--- src/rtl/spi_target_pkg.sv ---
package spi_target_pkg;
  typedef enum logic [1:0] {
    REG_RX   = 2'd0,
    REG_TX   = 2'd1,
    REG_STAT = 2'd2,
    REG_CTRL = 2'd3
  } reg_addr_e;

  localparam int STAT_RX_RDY = 0;
  localparam int STAT_TX_RDY = 1;
  localparam int STAT_OVR    = 2;
  localparam int CTRL_RX_IE  = 0;
  localparam int CTRL_TX_IE  = 1;
endpackage

--- src/rtl/spi_target_sync.sv ---
module spi_target_sync #(
  parameter int             WIDTH   = 3,
  parameter int             STAGES  = 2,
  parameter logic [WIDTH-1:0] RST_VAL = '0
) (
  input  logic             clk_i,
  input  logic             rst_ni,
  input  logic [WIDTH-1:0] d_i,
  output logic [WIDTH-1:0] q_o
);
  logic [STAGES-1:0][WIDTH-1:0] stage_q;

  for (genvar s = 0; s < STAGES; s++) begin : g_stage
    always_ff @(posedge clk_i or negedge rst_ni) begin
      if (!rst_ni) begin
        stage_q[s] <= RST_VAL;
      end else if (s == 0) begin
        stage_q[s] <= d_i;
      end else begin
        stage_q[s] <= stage_q[(s == 0) ? 0 : s-1];
      end
    end
  end

  assign q_o = stage_q[STAGES-1];
endmodule

--- src/rtl/spi_target_shifter.sv ---
module spi_target_shifter #(
  parameter int WORD_W = 8
) (
  input  logic              clk_i,
  input  logic              rst_ni,
  input  logic              sclk_s_i,
  input  logic              ss_n_s_i,
  input  logic              mosi_s_i,
  input  logic [WORD_W-1:0] tx_word_i,
  input  logic              tx_valid_i,
  output logic              start_o,
  output logic              done_o,
  output logic [WORD_W-1:0] rx_word_o,
  output logic              miso_o,
  output logic              miso_en_o
);
  localparam int CNT_W = $clog2(WORD_W + 1);
  localparam logic [CNT_W-1:0] LAST_BIT = CNT_W'(WORD_W - 1);
  localparam logic [CNT_W-1:0] FULL_CNT = CNT_W'(WORD_W);

  logic              sclk_q, ss_n_q;
  logic              busy_q, done_q;
  logic [CNT_W-1:0]  cnt_q;
  logic [WORD_W-1:0] tx_sh_q, rx_sh_q;
  logic              rise, fall, ss_act, start;

  assign rise   = sclk_s_i & ~sclk_q;
  assign fall   = ~sclk_s_i & sclk_q;
  assign ss_act = ~ss_n_s_i;
  assign start  = ss_act & ss_n_q;

  always_ff @(posedge clk_i or negedge rst_ni) begin
    if (!rst_ni) begin
      sclk_q <= 1'b0;
      ss_n_q <= 1'b1;
    end else begin
      sclk_q <= sclk_s_i;
      ss_n_q <= ss_n_s_i;
    end
  end

  always_ff @(posedge clk_i or negedge rst_ni) begin
    if (!rst_ni) begin
      busy_q  <= 1'b0;
      cnt_q   <= '0;
      tx_sh_q <= '0;
      rx_sh_q <= '0;
      done_q  <= 1'b0;
    end else begin
      done_q <= 1'b0;
      if (!ss_act) begin
        busy_q <= 1'b0;
        cnt_q  <= '0;
      end else if (start) begin
        busy_q  <= 1'b1;
        cnt_q   <= '0;
        tx_sh_q <= tx_valid_i ? tx_word_i : '0;
      end else if (busy_q && cnt_q != FULL_CNT) begin
        if (rise) begin
          rx_sh_q <= {rx_sh_q[WORD_W-2:0], mosi_s_i};
          cnt_q   <= cnt_q + 1'b1;
          done_q  <= (cnt_q == LAST_BIT);
        end else if (fall && cnt_q != '0) begin
          tx_sh_q <= {tx_sh_q[WORD_W-2:0], 1'b0};
        end
      end
    end
  end

  assign start_o   = start;
  assign done_o    = done_q;
  assign rx_word_o = rx_sh_q;
  assign miso_o    = tx_sh_q[WORD_W-1];
  assign miso_en_o = busy_q;


  bit_cnt_range_chk: assert property (@(posedge clk_i) disable iff (!rst_ni)
    cnt_q <= FULL_CNT);

  one_word_per_select_chk: assert property (@(posedge clk_i) disable iff (!rst_ni)
    done_q |=> !done_q);

  empty_load_zero_chk: assert property (@(posedge clk_i) disable iff (!rst_ni)
    (start && !tx_valid_i) |=> (tx_sh_q == '0));

  release_drops_en_chk: assert property (@(posedge clk_i) disable iff (!rst_ni)
    ss_n_s_i |=> !miso_en_o);
endmodule

--- src/rtl/spi_target_regfile.sv ---
module spi_target_regfile
  import spi_target_pkg::*;
#(
  parameter int WORD_W = 8,
  parameter int BUS_W  = 16
) (
  input  logic              clk_i,
  input  logic              rst_ni,
  input  logic              req_i,
  input  logic              we_i,
  input  logic [1:0]        addr_i,
  input  logic [BUS_W-1:0]  wdata_i,
  output logic [BUS_W-1:0]  rdata_o,
  input  logic              start_i,
  input  logic              done_i,
  input  logic [WORD_W-1:0] rx_word_i,
  output logic [WORD_W-1:0] tx_word_o,
  output logic              tx_valid_o,
  output logic              irq_o
);
  logic [WORD_W-1:0] tx_data_q, rx_data_q;
  logic              tx_full_q, rx_rdy_q, ovr_q, rx_ie_q, tx_ie_q;
  logic              rd_rx, wr_tx, wr_stat, wr_ctrl;
  logic              unused_wdata;

  assign unused_wdata = ^wdata_i;
  assign rd_rx   = req_i & ~we_i & (addr_i == REG_RX);
  assign wr_tx   = req_i &  we_i & (addr_i == REG_TX);
  assign wr_stat = req_i &  we_i & (addr_i == REG_STAT);
  assign wr_ctrl = req_i &  we_i & (addr_i == REG_CTRL);

  always_ff @(posedge clk_i or negedge rst_ni) begin
    if (!rst_ni) begin
      tx_data_q <= '0;
      tx_full_q <= 1'b0;
    end else if (wr_tx) begin
      tx_data_q <= wdata_i[WORD_W-1:0];
      tx_full_q <= 1'b1;
    end else if (start_i) begin
      tx_full_q <= 1'b0;
    end
  end

  always_ff @(posedge clk_i or negedge rst_ni) begin
    if (!rst_ni) begin
      rx_data_q <= '0;
      rx_rdy_q  <= 1'b0;
      ovr_q     <= 1'b0;
    end else begin
      if (done_i) begin
        rx_data_q <= rx_word_i;
        rx_rdy_q  <= 1'b1;
      end else if (rd_rx) begin
        rx_rdy_q  <= 1'b0;
      end
      if (done_i && rx_rdy_q && !rd_rx) begin
        ovr_q <= 1'b1;
      end else if (wr_stat && wdata_i[STAT_OVR]) begin
        ovr_q <= 1'b0;
      end
    end
  end

  always_ff @(posedge clk_i or negedge rst_ni) begin
    if (!rst_ni) begin
      rx_ie_q <= 1'b0;
      tx_ie_q <= 1'b0;
    end else if (wr_ctrl) begin
      rx_ie_q <= wdata_i[CTRL_RX_IE];
      tx_ie_q <= wdata_i[CTRL_TX_IE];
    end
  end

  always_comb begin
    rdata_o = '0;
    unique case (reg_addr_e'(addr_i))
      REG_RX:   rdata_o[WORD_W-1:0] = rx_data_q;
      REG_TX:   rdata_o[WORD_W-1:0] = tx_data_q;
      REG_STAT: begin
        rdata_o[STAT_RX_RDY] = rx_rdy_q;
        rdata_o[STAT_TX_RDY] = ~tx_full_q;
        rdata_o[STAT_OVR]    = ovr_q;
      end
      REG_CTRL: begin
        rdata_o[CTRL_RX_IE] = rx_ie_q;
        rdata_o[CTRL_TX_IE] = tx_ie_q;
      end
      default: rdata_o = '0;
    endcase
  end

  assign tx_word_o  = tx_data_q;
  assign tx_valid_o = tx_full_q;
  assign irq_o      = (rx_rdy_q & rx_ie_q) | (~tx_full_q & tx_ie_q);


  rx_read_clr_chk: assert property (@(posedge clk_i) disable iff (!rst_ni)
    (rd_rx && !done_i) |=> !rx_rdy_q);

  tx_write_busy_chk: assert property (@(posedge clk_i) disable iff (!rst_ni)
    wr_tx |=> tx_full_q);

  tx_take_rdy_chk: assert property (@(posedge clk_i) disable iff (!rst_ni)
    (start_i && !wr_tx) |=> !tx_full_q);

  ovr_sticky_chk: assert property (@(posedge clk_i) disable iff (!rst_ni)
    (ovr_q && !(wr_stat && wdata_i[STAT_OVR])) |=> ovr_q);

  rx_done_set_chk: assert property (@(posedge clk_i) disable iff (!rst_ni)
    done_i |=> (rx_rdy_q && rx_data_q == $past(rx_word_i)));
endmodule

--- src/rtl/spi_target_regs.sv ---
module spi_target_regs #(
  parameter int WORD_W = 8,
  parameter int BUS_W  = 16,
  parameter int SYNC_STAGES = 2
) (
  input  logic             clk_i,
  input  logic             rst_ni,
  input  logic             sclk_i,
  input  logic             ss_n_i,
  input  logic             mosi_i,
  output logic             miso_o,
  output logic             miso_en_o,
  input  logic             req_i,
  input  logic             we_i,
  input  logic [1:0]       addr_i,
  input  logic [BUS_W-1:0] wdata_i,
  output logic [BUS_W-1:0] rdata_o,
  output logic             irq_o
);
  logic [2:0]        pins_s;
  logic              start, done, tx_valid;
  logic [WORD_W-1:0] rx_word, tx_word;

  // bit order: {sclk, ss_n, mosi}; ss_n resets inactive
  spi_target_sync #(
    .WIDTH(3), .STAGES(SYNC_STAGES), .RST_VAL(3'b010)
  ) u_sync (
    .clk_i(clk_i), .rst_ni(rst_ni),
    .d_i({sclk_i, ss_n_i, mosi_i}), .q_o(pins_s)
  );

  spi_target_shifter #(.WORD_W(WORD_W)) u_shifter (
    .clk_i(clk_i), .rst_ni(rst_ni),
    .sclk_s_i(pins_s[2]), .ss_n_s_i(pins_s[1]), .mosi_s_i(pins_s[0]),
    .tx_word_i(tx_word), .tx_valid_i(tx_valid),
    .start_o(start), .done_o(done), .rx_word_o(rx_word),
    .miso_o(miso_o), .miso_en_o(miso_en_o)
  );

  spi_target_regfile #(.WORD_W(WORD_W), .BUS_W(BUS_W)) u_regfile (
    .clk_i(clk_i), .rst_ni(rst_ni),
    .req_i(req_i), .we_i(we_i), .addr_i(addr_i), .wdata_i(wdata_i),
    .rdata_o(rdata_o),
    .start_i(start), .done_i(done), .rx_word_i(rx_word),
    .tx_word_o(tx_word), .tx_valid_o(tx_valid), .irq_o(irq_o)
  );

  initial begin

    word_width_chk: assert (WORD_W >= 2 && WORD_W <= BUS_W && BUS_W >= 3);
  end


  irq_source_chk: assert property (@(posedge clk_i) disable iff (!rst_ni)
    (irq_o && !$past(irq_o)) |-> ($past(done) || $past(start) || $past(req_i && we_i)));
endmodule

--- config.mk ---
export PLATFORM = sky130hd
export DESIGN_NAME = spi_target_regs
export DESIGN_NICKNAME = d
export VERILOG_FILES = /design/src/rtl/spi_target_pkg.sv /design/src/rtl/spi_target_sync.sv /design/src/rtl/spi_target_shifter.sv /design/src/rtl/spi_target_regfile.sv /design/src/rtl/spi_target_regs.sv
export SDC_FILE = /design/constraint.sdc
export NUM_CORES = 1
export LEC_CHECK = 0
export BUFFER_PORTS_ARGS = -buffer_cell sky130_fd_sc_hd__buf_2
export CAP_MARGIN = 5
export CORE_MARGIN = 2
export CORE_UTILIZATION = 35
export DETAILED_ROUTE_END_ITERATION = 16
export SETUP_SLACK_MARGIN = 0.5
export SYNTH_ARGS = -nofsm -noshare
export SYNTH_HDL_FRONTEND = slang
export SYNTH_SLANG_ARGS = --single-unit
--- constraint.sdc ---
create_clock -name clk_i -period 1.9 [get_ports clk_i]
set_input_delay 0.285 -clock clk_i [delete_from_list [all_inputs] [get_ports clk_i]]
set_output_delay 0.285 -clock clk_i [all_outputs]
set_load 0.1 [all_outputs]
==> reports/qor.yml, run 1 <==
finalClockSkew_ns: 0.00504
overall_die_height_um: 84.9
critical_path_peak_fanout: 5
layout_worst_path_cycle_share_pct: 89.9
synth_top_area_share_pct: 52.4
ir_worst_vdd_uv: 447
drc: 0
clock_power_share_pct: 24.6
gate_count_after_technology_mapping: 185
floorplan.io_pins: 44
drt.antenna.violating_nets: 0
sequential_share_of_power_pct: 48.5
run_status: "complete, no violations"
finalSetupTns_ns: 0
die_width_um: 84.9
start_kind: "register"
switching_power_total_mw: 0.866
routedWlPerCell_um: 14.9
num_rows: 29
detailedRoute.firstPassIterationCount: 4
combined_global_route_utilization_of_all_metal_layers_pct: 13.9
timing.final.max_slew_violations: 0
dp_hpwl_mm: 3.20
netlist_top_cells_area: "sky130_fd_sc_hd__dfrtp_1 52%, sky130_fd_sc_hd__mux2_2 8.8%, sky130_fd_sc_hd__mux2_4 5.2%, sky130_fd_sc_hd__dfstp_2 3.4%, sky130_fd_sc_hd__mux2i_1 2.6%"
timing.hold.ws_ns: 0.0697
intPower_mw: 1.71
buffers_from_clock_root_to_sink_at_most: 2
finalWorstSetupSlack_ns: 0.191
cts_tree: "done"
place_ws_ns: 0.0743
power.static_leakage_nw: 1.37
yosysWarnings: 0
grt_setup_unrepaired: "yes"
sequential_cell_area_sq_mm: 0.00128
die_ar_sq_mm: 0.00721
grt_pass1_vias: 1594
place_area_sq_mm: 0.00262
detailedRoute.firstIterationViolations: 92
cts_root_buf: "sky130_fd_sc_hd__clkbuf_8"
timing_worst_setup_path_type: "reg2reg"
reg2reg_setup_slack_ns: 0.19
cts_bufs_inserted: 5
finalInstanceArea_sq_mm: 0.00308
dr_total_vias: 1583
proportion_of_layout_cells_with_a_drive_suffix_above_1_pct: 52.3
clkSinkCount: 51
synth_largest_area_cell: "sky130_fd_sc_hd__dfrtp_1"
gp_congestion: 0.765
wire_length_of_the_first_global_routing_pass_mm: 7.84
global_route.overflow_total: 0
ys_seq_elements: 51
htree_levels: 2
highest_achievable_clock_rate_ghz: 0.585
grt_antenna_before_repair: 0
finalWirelength_mm: 4.75
p_total_mw: 2.57
final_period_minus_worst_setup_slack_ns: 1.71
avgSynthCellArea_sq_um: 12.4
layout.filler_cells: 580
port_buffers: 27
finalNetCount: 267
worst_ep_required_time_ns: 2.09
max_cap_violations: 0
antenna_cells_inserted: 0
initial_utilization_pct: 36.1
avgViaCountPerCell: 4.98
floorplan.core_area_sq_mm: 0.00635
mappedNetlistArea_sq_mm: 0.00229
setup_viol: 0
grt_start_max_net_pins: 18
finalHoldViolCount: 0
clock_insertion_delay_worst_skew_ns: 0.30
worst_ep_arrival_time_ns: 1.90
power.density_mw_per_mm2: 835
synth.lib_cells_used.distinct: 38
power.combinational.fraction_pct: 26.9
switching_share_pct: 33.7
syn_to_final_growth_pct: 34.4
seq_area_frac_synth_pct: 55.8
clk_pin_slew_worst_paths_ns: 0.09
crit_path_end_kind: "register"
holdCritPathClass: "in2reg"
multi_input_comb_area_sq_mm: 0.00108
## cells in the final DEF (no fill, tap or decap), types with 2 or more instances in the layout
cell type / synthesis / final
sky130_fd_sc_hd__clkbuf_8: 0 / 5
sky130_fd_sc_hd__a21oi_2: 0 / 2
sky130_fd_sc_hd__nor2_4: 0 / 5
sky130_fd_sc_hd__buf_4: 8 / 26
sky130_fd_sc_hd__clkinvlp_4: 0 / 2
sky130_fd_sc_hd__o21ai_0: 12 / 6
sky130_fd_sc_hd__mux2_4: 8 / 8
sky130_fd_sc_hd__mux4_2: 2 / 2
sky130_fd_sc_hd__buf_6: 1 / 6
sky130_fd_sc_hd__nand3_1: 10 / 10
sky130_fd_sc_hd__dfstp_2: 3 / 3
sky130_fd_sc_hd__conb_1: 1 / 8
sky130_fd_sc_hd__mux2_2: 18 / 18
sky130_fd_sc_hd__mux2i_2: 0 / 6
sky130_fd_sc_hd__dfrtp_1: 48 / 47
sky130_fd_sc_hd__nand3b_1: 2 / 2
sky130_fd_sc_hd__inv_1: 4 / 2
sky130_fd_sc_hd__inv_2: 0 / 2
sky130_fd_sc_hd__nor2_1: 7 / 2
sky130_fd_sc_hd__o21ai_1: 0 / 5
sky130_fd_sc_hd__a31oi_1: 7 / 7
sky130_fd_sc_hd__buf_2: 1 / 14
sky130_fd_sc_hd__nand4_1: 2 / 2
sky130_fd_sc_hd__buf_8: 0 / 2
sky130_fd_sc_hd__buf_12: 0 / 7
sky130_fd_sc_hd__nand2_1: 5 / 5
sky130_fd_sc_hd__ha_4: 0 / 2
sky130_fd_sc_hd__a21oi_1: 11 / 9
## cell families (layout without fill, tap and decap cells)
logic type | after synthesis | count (layout) | share of synthesized area [%]
other | 1 | 8 | 0.164
flip-flops | 51 | 51 | 55.8
adder cells (fa/ha/maj) | 2 | 2 | 1.09
AND/OR/NAND/NOR | 41 | 42 | 10.4
multiplexers | 34 | 34 | 18.7
AO/OA/AOI/OAI | 35 | 35 | 8.73
buffers and inverters | 21 | 69 | 5.13
## worst max-delay path, cell delays in order, from the launching register on
cell and delay (ns):
sky130_fd_sc_hd__dfrtp_1 0.38, sky130_fd_sc_hd__inv_2 0.06, sky130_fd_sc_hd__ha_4 0.15, sky130_fd_sc_hd__and3b_2 0.21, sky130_fd_sc_hd__or3_4 0.35, sky130_fd_sc_hd__buf_6 0.15
sky130_fd_sc_hd__mux2_4 0.29
## synthesized netlist by cell type
master / n
sky130_fd_sc_hd__nand4bb_1: 1
sky130_fd_sc_hd__and2b_1: 1
sky130_fd_sc_hd__o211ai_1: 1
sky130_fd_sc_hd__a21o_1: 1
sky130_fd_sc_hd__and3b_1: 2
sky130_fd_sc_hd__mux2_4: 8
sky130_fd_sc_hd__nor3_1: 1
sky130_fd_sc_hd__ha_1: 2
sky130_fd_sc_hd__mux2_2: 18
sky130_fd_sc_hd__buf_2: 1
sky130_fd_sc_hd__nor2_1: 7
sky130_fd_sc_hd__clkbuf_1: 7
sky130_fd_sc_hd__a31oi_1: 7
sky130_fd_sc_hd__nand2b_1: 2
sky130_fd_sc_hd__mux2i_1: 6
sky130_fd_sc_hd__o31ai_1: 1
sky130_fd_sc_hd__buf_6: 1
sky130_fd_sc_hd__nand3b_1: 2
sky130_fd_sc_hd__dfrtp_1: 48
sky130_fd_sc_hd__nand3_1: 10
sky130_fd_sc_hd__or4_1: 1
sky130_fd_sc_hd__nand4b_1: 1
sky130_fd_sc_hd__dfstp_2: 3
sky130_fd_sc_hd__nand2_1: 5
sky130_fd_sc_hd__a21oi_1: 11
sky130_fd_sc_hd__inv_1: 4
sky130_fd_sc_hd__nor2b_1: 1
sky130_fd_sc_hd__or4b_2: 1
sky130_fd_sc_hd__a22o_1: 1
sky130_fd_sc_hd__nor4bb_1: 1
sky130_fd_sc_hd__a32o_1: 1
sky130_fd_sc_hd__nand4_1: 2
sky130_fd_sc_hd__conb_1: 1
sky130_fd_sc_hd__buf_4: 8
sky130_fd_sc_hd__o21ai_0: 12
sky130_fd_sc_hd__or3_1: 2
sky130_fd_sc_hd__mux4_2: 2
sky130_fd_sc_hd__or2_2: 1
## through the flow
step,std cells,util (%)
detailed placement,290,41.2
global placement,290,41.2
global route,318,48.5
CTS,311,46.7
finish,318,48.5
floorplan,192,-
## metal layers
layer  track usage, %  up-vias  share of wire (%)
met1             18.5      779                 47
met4             4.33        0                1.3
met3             3.79        7                4.5
li1                 -      759                  -
met5                0        -                  0
met2             22.1       38                 47
## path summary, 6_finish.rpt
path / start / to / depth (start not counted)
max: u_shifter.cnt_q[0] / u_shifter.rx_word_o[3] / 6
min: ss_n_i / u_sync.stage_q[1] / 1
max reg2reg: u_shifter.cnt_q[0] / u_shifter.rx_word_o[3] / 6
min reg2reg: u_sync.stage_q[2] / u_sync.q_o[2] / 0
max in group asynchronous: rst_ni / u_sync.stage_q[1] / 3
min in group asynchronous: rst_ni / u_regfile.rx_data_q[1] / 2
## what timing repair did
item                       4_1_cts  5_1_grt
cloned                           2        0
setup buffers                   10        7
hold buffers                     1        0
pin swaps                        7        3
setup endpoints to repair       21       28
hold endpoints to repair        10        0
gates resized for setup         46       19
## power groups by stage
stage,registers (mW),clock network [mW],logic (mW)
5_1_grt,1.26,0.697,0.729
6_report,1.25,0.632,0.692
3_5_place_dp,1.27,0,0.552
2_1_floorplan,1.28,0,0.433
4_1_cts,1.25,0.655,0.664
3_3_place_gp,1.27,0,0.545
## sequential cells by signal, summed over array words and instances, names as in the netlist
| signal | flops |
|---|---|
| u_regfile.rx_data_q | 8 |
| u_regfile.tx_word_o | 8 |
| u_shifter.rx_word_o | 8 |
| u_shifter.tx_sh_q | 8 |
| u_shifter.cnt_q | 4 |
| u_sync.q_o | 3 |
| u_sync.stage_q | 3 |
| u_regfile.ovr_q | 1 |
| u_regfile.rx_ie_q | 1 |
| u_regfile.rx_rdy_q | 1 |
| u_regfile.tx_ie_q | 1 |
| u_regfile.tx_valid_o | 1 |
| u_shifter.done_o | 1 |
| u_shifter.miso_en_o | 1 |
| u_shifter.sclk_q | 1 |
| u_shifter.ss_n_q | 1 |
## final cells by class
type / instances / share of cell area [%]
flip-flops and latches: 51 / 41.7
multi-input cells: 121 / 34.9
repair buffers: 57 / 16.9
well taps: 77 / 3.13
clock buffers: 5 / 2.23
clock inverters: 3 / 0.650
inverters: 4 / 0.487
(Power assumes the default switching activity.)
==> inputs of run 2 (changes only) <==
--- a/config.mk
+++ b/config.mk
@@ -10,7 +10,9 @@
 export CORE_MARGIN = 2
 export CORE_UTILIZATION = 35
 export DETAILED_ROUTE_END_ITERATION = 16
+export PLACE_DENSITY = 0.57
 export SETUP_SLACK_MARGIN = 0.5
 export SYNTH_ARGS = -nofsm -noshare
 export SYNTH_HDL_FRONTEND = slang
 export SYNTH_SLANG_ARGS = --single-unit
+export TNS_END_PERCENT = 10
==> reports/qor.yml, run 2 (same netlist as run 1, synthesis figures left out) <==
clock_power_share_pct: 29.0  # +4.4 points
cp.buffers_inverters: 2  # unchanged
placed_cells_incl_taps: 285  # -1.7%
crit_path_max_incr_delay_ns: 0.40  # +0.02 ns
grt_start_max_net_pins: 30  # +12
detailedRoute.firstPassIterationCount: 4  # unchanged
cts_bufs_inserted: 5  # unchanged
critical_path_peak_fanout: 5  # unchanged
gp_congestion: 0.732  # -4.3%
timing.final.max_slew_violations: 0  # unchanged
timing.hold.ws_ns: 0.0768  # +0.00713 ns
grt_antenna_before_repair: 0  # unchanged
share_of_the_core_filled_with_cells_pct: 43.2  # -5.3 points
dr_total_vias: 1476  # -6.8%
overall_die_height_um: 84.9  # unchanged
max_cap_violations: 0  # unchanged
finalNetCount: 248  # -7.1%
place_area_sq_mm: 0.00255  # -2.5%
htree_levels: 2  # unchanged
proportion_of_layout_cells_with_a_drive_suffix_above_1_pct: 40.7  # -12 points
clkSinkCount: 51  # unchanged
finalWorstSetupSlack_ns: 0.185  # -0.00596 ns
ir_worst_vdd_uv: 554  # +24%
floorplan.core_area_sq_mm: 0.00635  # unchanged
timing_worst_setup_path_type: "reg2reg"
crit_path_end_kind: "register"
num_rows: 29  # unchanged
finalWirelength_mm: 4.42  # -7.1%
floorplan.io_pins: 44  # unchanged
finalClockSkew_ns: 0.00402  # -0.00102 ns
crit_path_top_delay_cell: "sky130_fd_sc_hd__or3_4"
clock_insertion_delay_worst_skew_ns: 0.30  # about the same
worst_ep_arrival_time_ns: 1.90  # about the same
start_kind: "register"
die_ar_sq_mm: 0.00721  # unchanged
drc: 0  # unchanged
drt.antenna.violating_nets: 0  # unchanged
run_status: "complete, no violations"
layout.filler_cells: 602  # +3.8%
syn_to_final_growth_pct: 19.7
finalHoldViolCount: 0  # unchanged
cts_tree: "done"
intPower_mw: 1.72  # +0.83%
mostFrequentLayoutCell: "sky130_fd_sc_hd__dfrtp_1"
grt_pass1_vias: 1503  # -5.7%
p_total_mw: 2.52  # -2.0%
global_route.overflow_total: 0  # unchanged
power.density_mw_per_mm2: 920  # +10%
port_buffers: 27  # unchanged
sequence_of_cells_on_the_critical_path: "inv_2, ha_4, and3b_2, or3_4, buf_8, mux2_4"
switching_power_total_mw: 0.801  # -7.5%
combined_global_route_utilization_of_all_metal_layers_pct: 13.5  # -0.34 points
antenna_cells_inserted: 0  # unchanged
worst_slew_margin_rel_pct: 62.5
power.combinational.fraction_pct: 21.4  # -5.5 points
sequential_share_of_power_pct: 49.6  # +1.1 points
final_period_minus_worst_setup_slack_ns: 1.71  # +0.00596 ns
switching_share_pct: 31.8  # -1.9 points
dp_hpwl_mm: 3.03  # -5.4%
tightest_slew_ns: 0.563
layout.cells.most_common_list: "47 x sky130_fd_sc_hd__dfrtp_1, 24 x sky130_fd_sc_hd__buf_2, 18 x sky130_fd_sc_hd__mux2_2"
critical_path.top_delay_family: "simple AND/OR/NAND/NOR gates"
routedWlPerCell_um: 14.8  # -0.90%
avgViaCountPerCell: 4.95  # -0.50%
cts_root_buf: "sky130_fd_sc_hd__clkbuf_8"
highest_achievable_clock_rate_ghz: 0.583  # -0.35%
initial_utilization_pct: 36.1  # unchanged
worst_ep_required_time_ns: 2.09  # about the same
buffers_from_clock_root_to_sink_at_most: 2  # unchanged
finalInstanceArea_sq_mm: 0.00274  # -11%
layout_worst_path_cycle_share_pct: 90.2  # +0.31 points
detailedRoute.firstIterationViolations: 59  # -36%
clk_pin_slew_worst_paths_ns: 0.09  # about the same
wire_length_of_the_first_global_routing_pass_mm: 7.71  # -1.6%
grt_setup_unrepaired: "yes"
place_ws_ns: 0.108  # +0.0338 ns
power.static_leakage_nw: 1.27  # -6.8%
setup_viol: 0  # unchanged
layout.cells.non_filler: 298  # -6.3%
finalSetupTns_ns: 0  # unchanged
holdCritPathClass: "in2reg"
die_width_um: 84.9  # unchanged
-- run 2: layer usage --
layer  GRT usage, %  vias to the layer above  share of wire [%]  wire, um
met3           3.02                        7                4.6       203
met2           19.4                       37                 44      1940
met4           4.18                        0                1.4        60
met5              0                        -                  0         0
li1               -                      717                  -         -
met1           20.4                      715                 50      2220
-- run 2: layout make-up --
class / count / area (sq um) / area share (%)
Clock inverter: 2 / 37.5 / 1.37
Clock buffer: 5 / 68.8 / 2.51
Tap cell: 77 / 96.3 / 3.51
Timing Repair Buffer: 39 / 275 / 10.0
Inverter: 4 / 15.0 / 0.547
Multi-Input combinational cell: 120 / 966 / 35.2
Sequential cell: 51 / 1280 / 46.8
-- run 2: power by group through the flow --
stage / registers (mW) / clock network [mW] / logic (mW)
floorplan: 1.28 / 0 / 0.411
global placement: 1.27 / 0 / 0.525
detailed placement: 1.27 / 0 / 0.529
CTS: 1.25 / 0.757 / 0.541
global route: 1.27 / 0.795 / 0.576
finish: 1.25 / 0.732 / 0.539
-- run 2: path summary, 6_finish.rpt --
path	startpoint	endpoint	slack (ns)	depth (start not counted)
max in group asynchronous	rst_ni	u_shifter.tx_sh_q[4]	0.86	3
worst max-delay path	u_shifter.cnt_q[0]	u_shifter.rx_word_o[1]	0.19	6
min in group asynchronous	rst_ni	u_shifter.rx_word_o[0]	0.50	2
worst max register to register	u_shifter.cnt_q[0]	u_shifter.rx_word_o[1]	0.19	6
worst min register to register	u_sync.stage_q[0]	u_sync.q_o[0]	0.35	0
worst min-delay path	ss_n_i	u_sync.stage_q[1]	0.08	1
-- run 2: worst reg2reg max path, cell delays in order (launching register included) --
cell and delay, ns:
sky130_fd_sc_hd__dfrtp_1 0.37, sky130_fd_sc_hd__inv_2 0.06, sky130_fd_sc_hd__ha_4 0.15, sky130_fd_sc_hd__and3b_2 0.20, sky130_fd_sc_hd__or3_4 0.40, sky130_fd_sc_hd__buf_8 0.15
sky130_fd_sc_hd__mux2_4 0.29
-- run 2: what timing repair did --
item                       CTS  global route
hold endpoints to repair    19             0
buffers inserted             3             1
setup endpoints to repair   23            30
resized for setup           10             3
pin swaps                    2             0
gates cloned                 1             0
hold buffers                 1             0
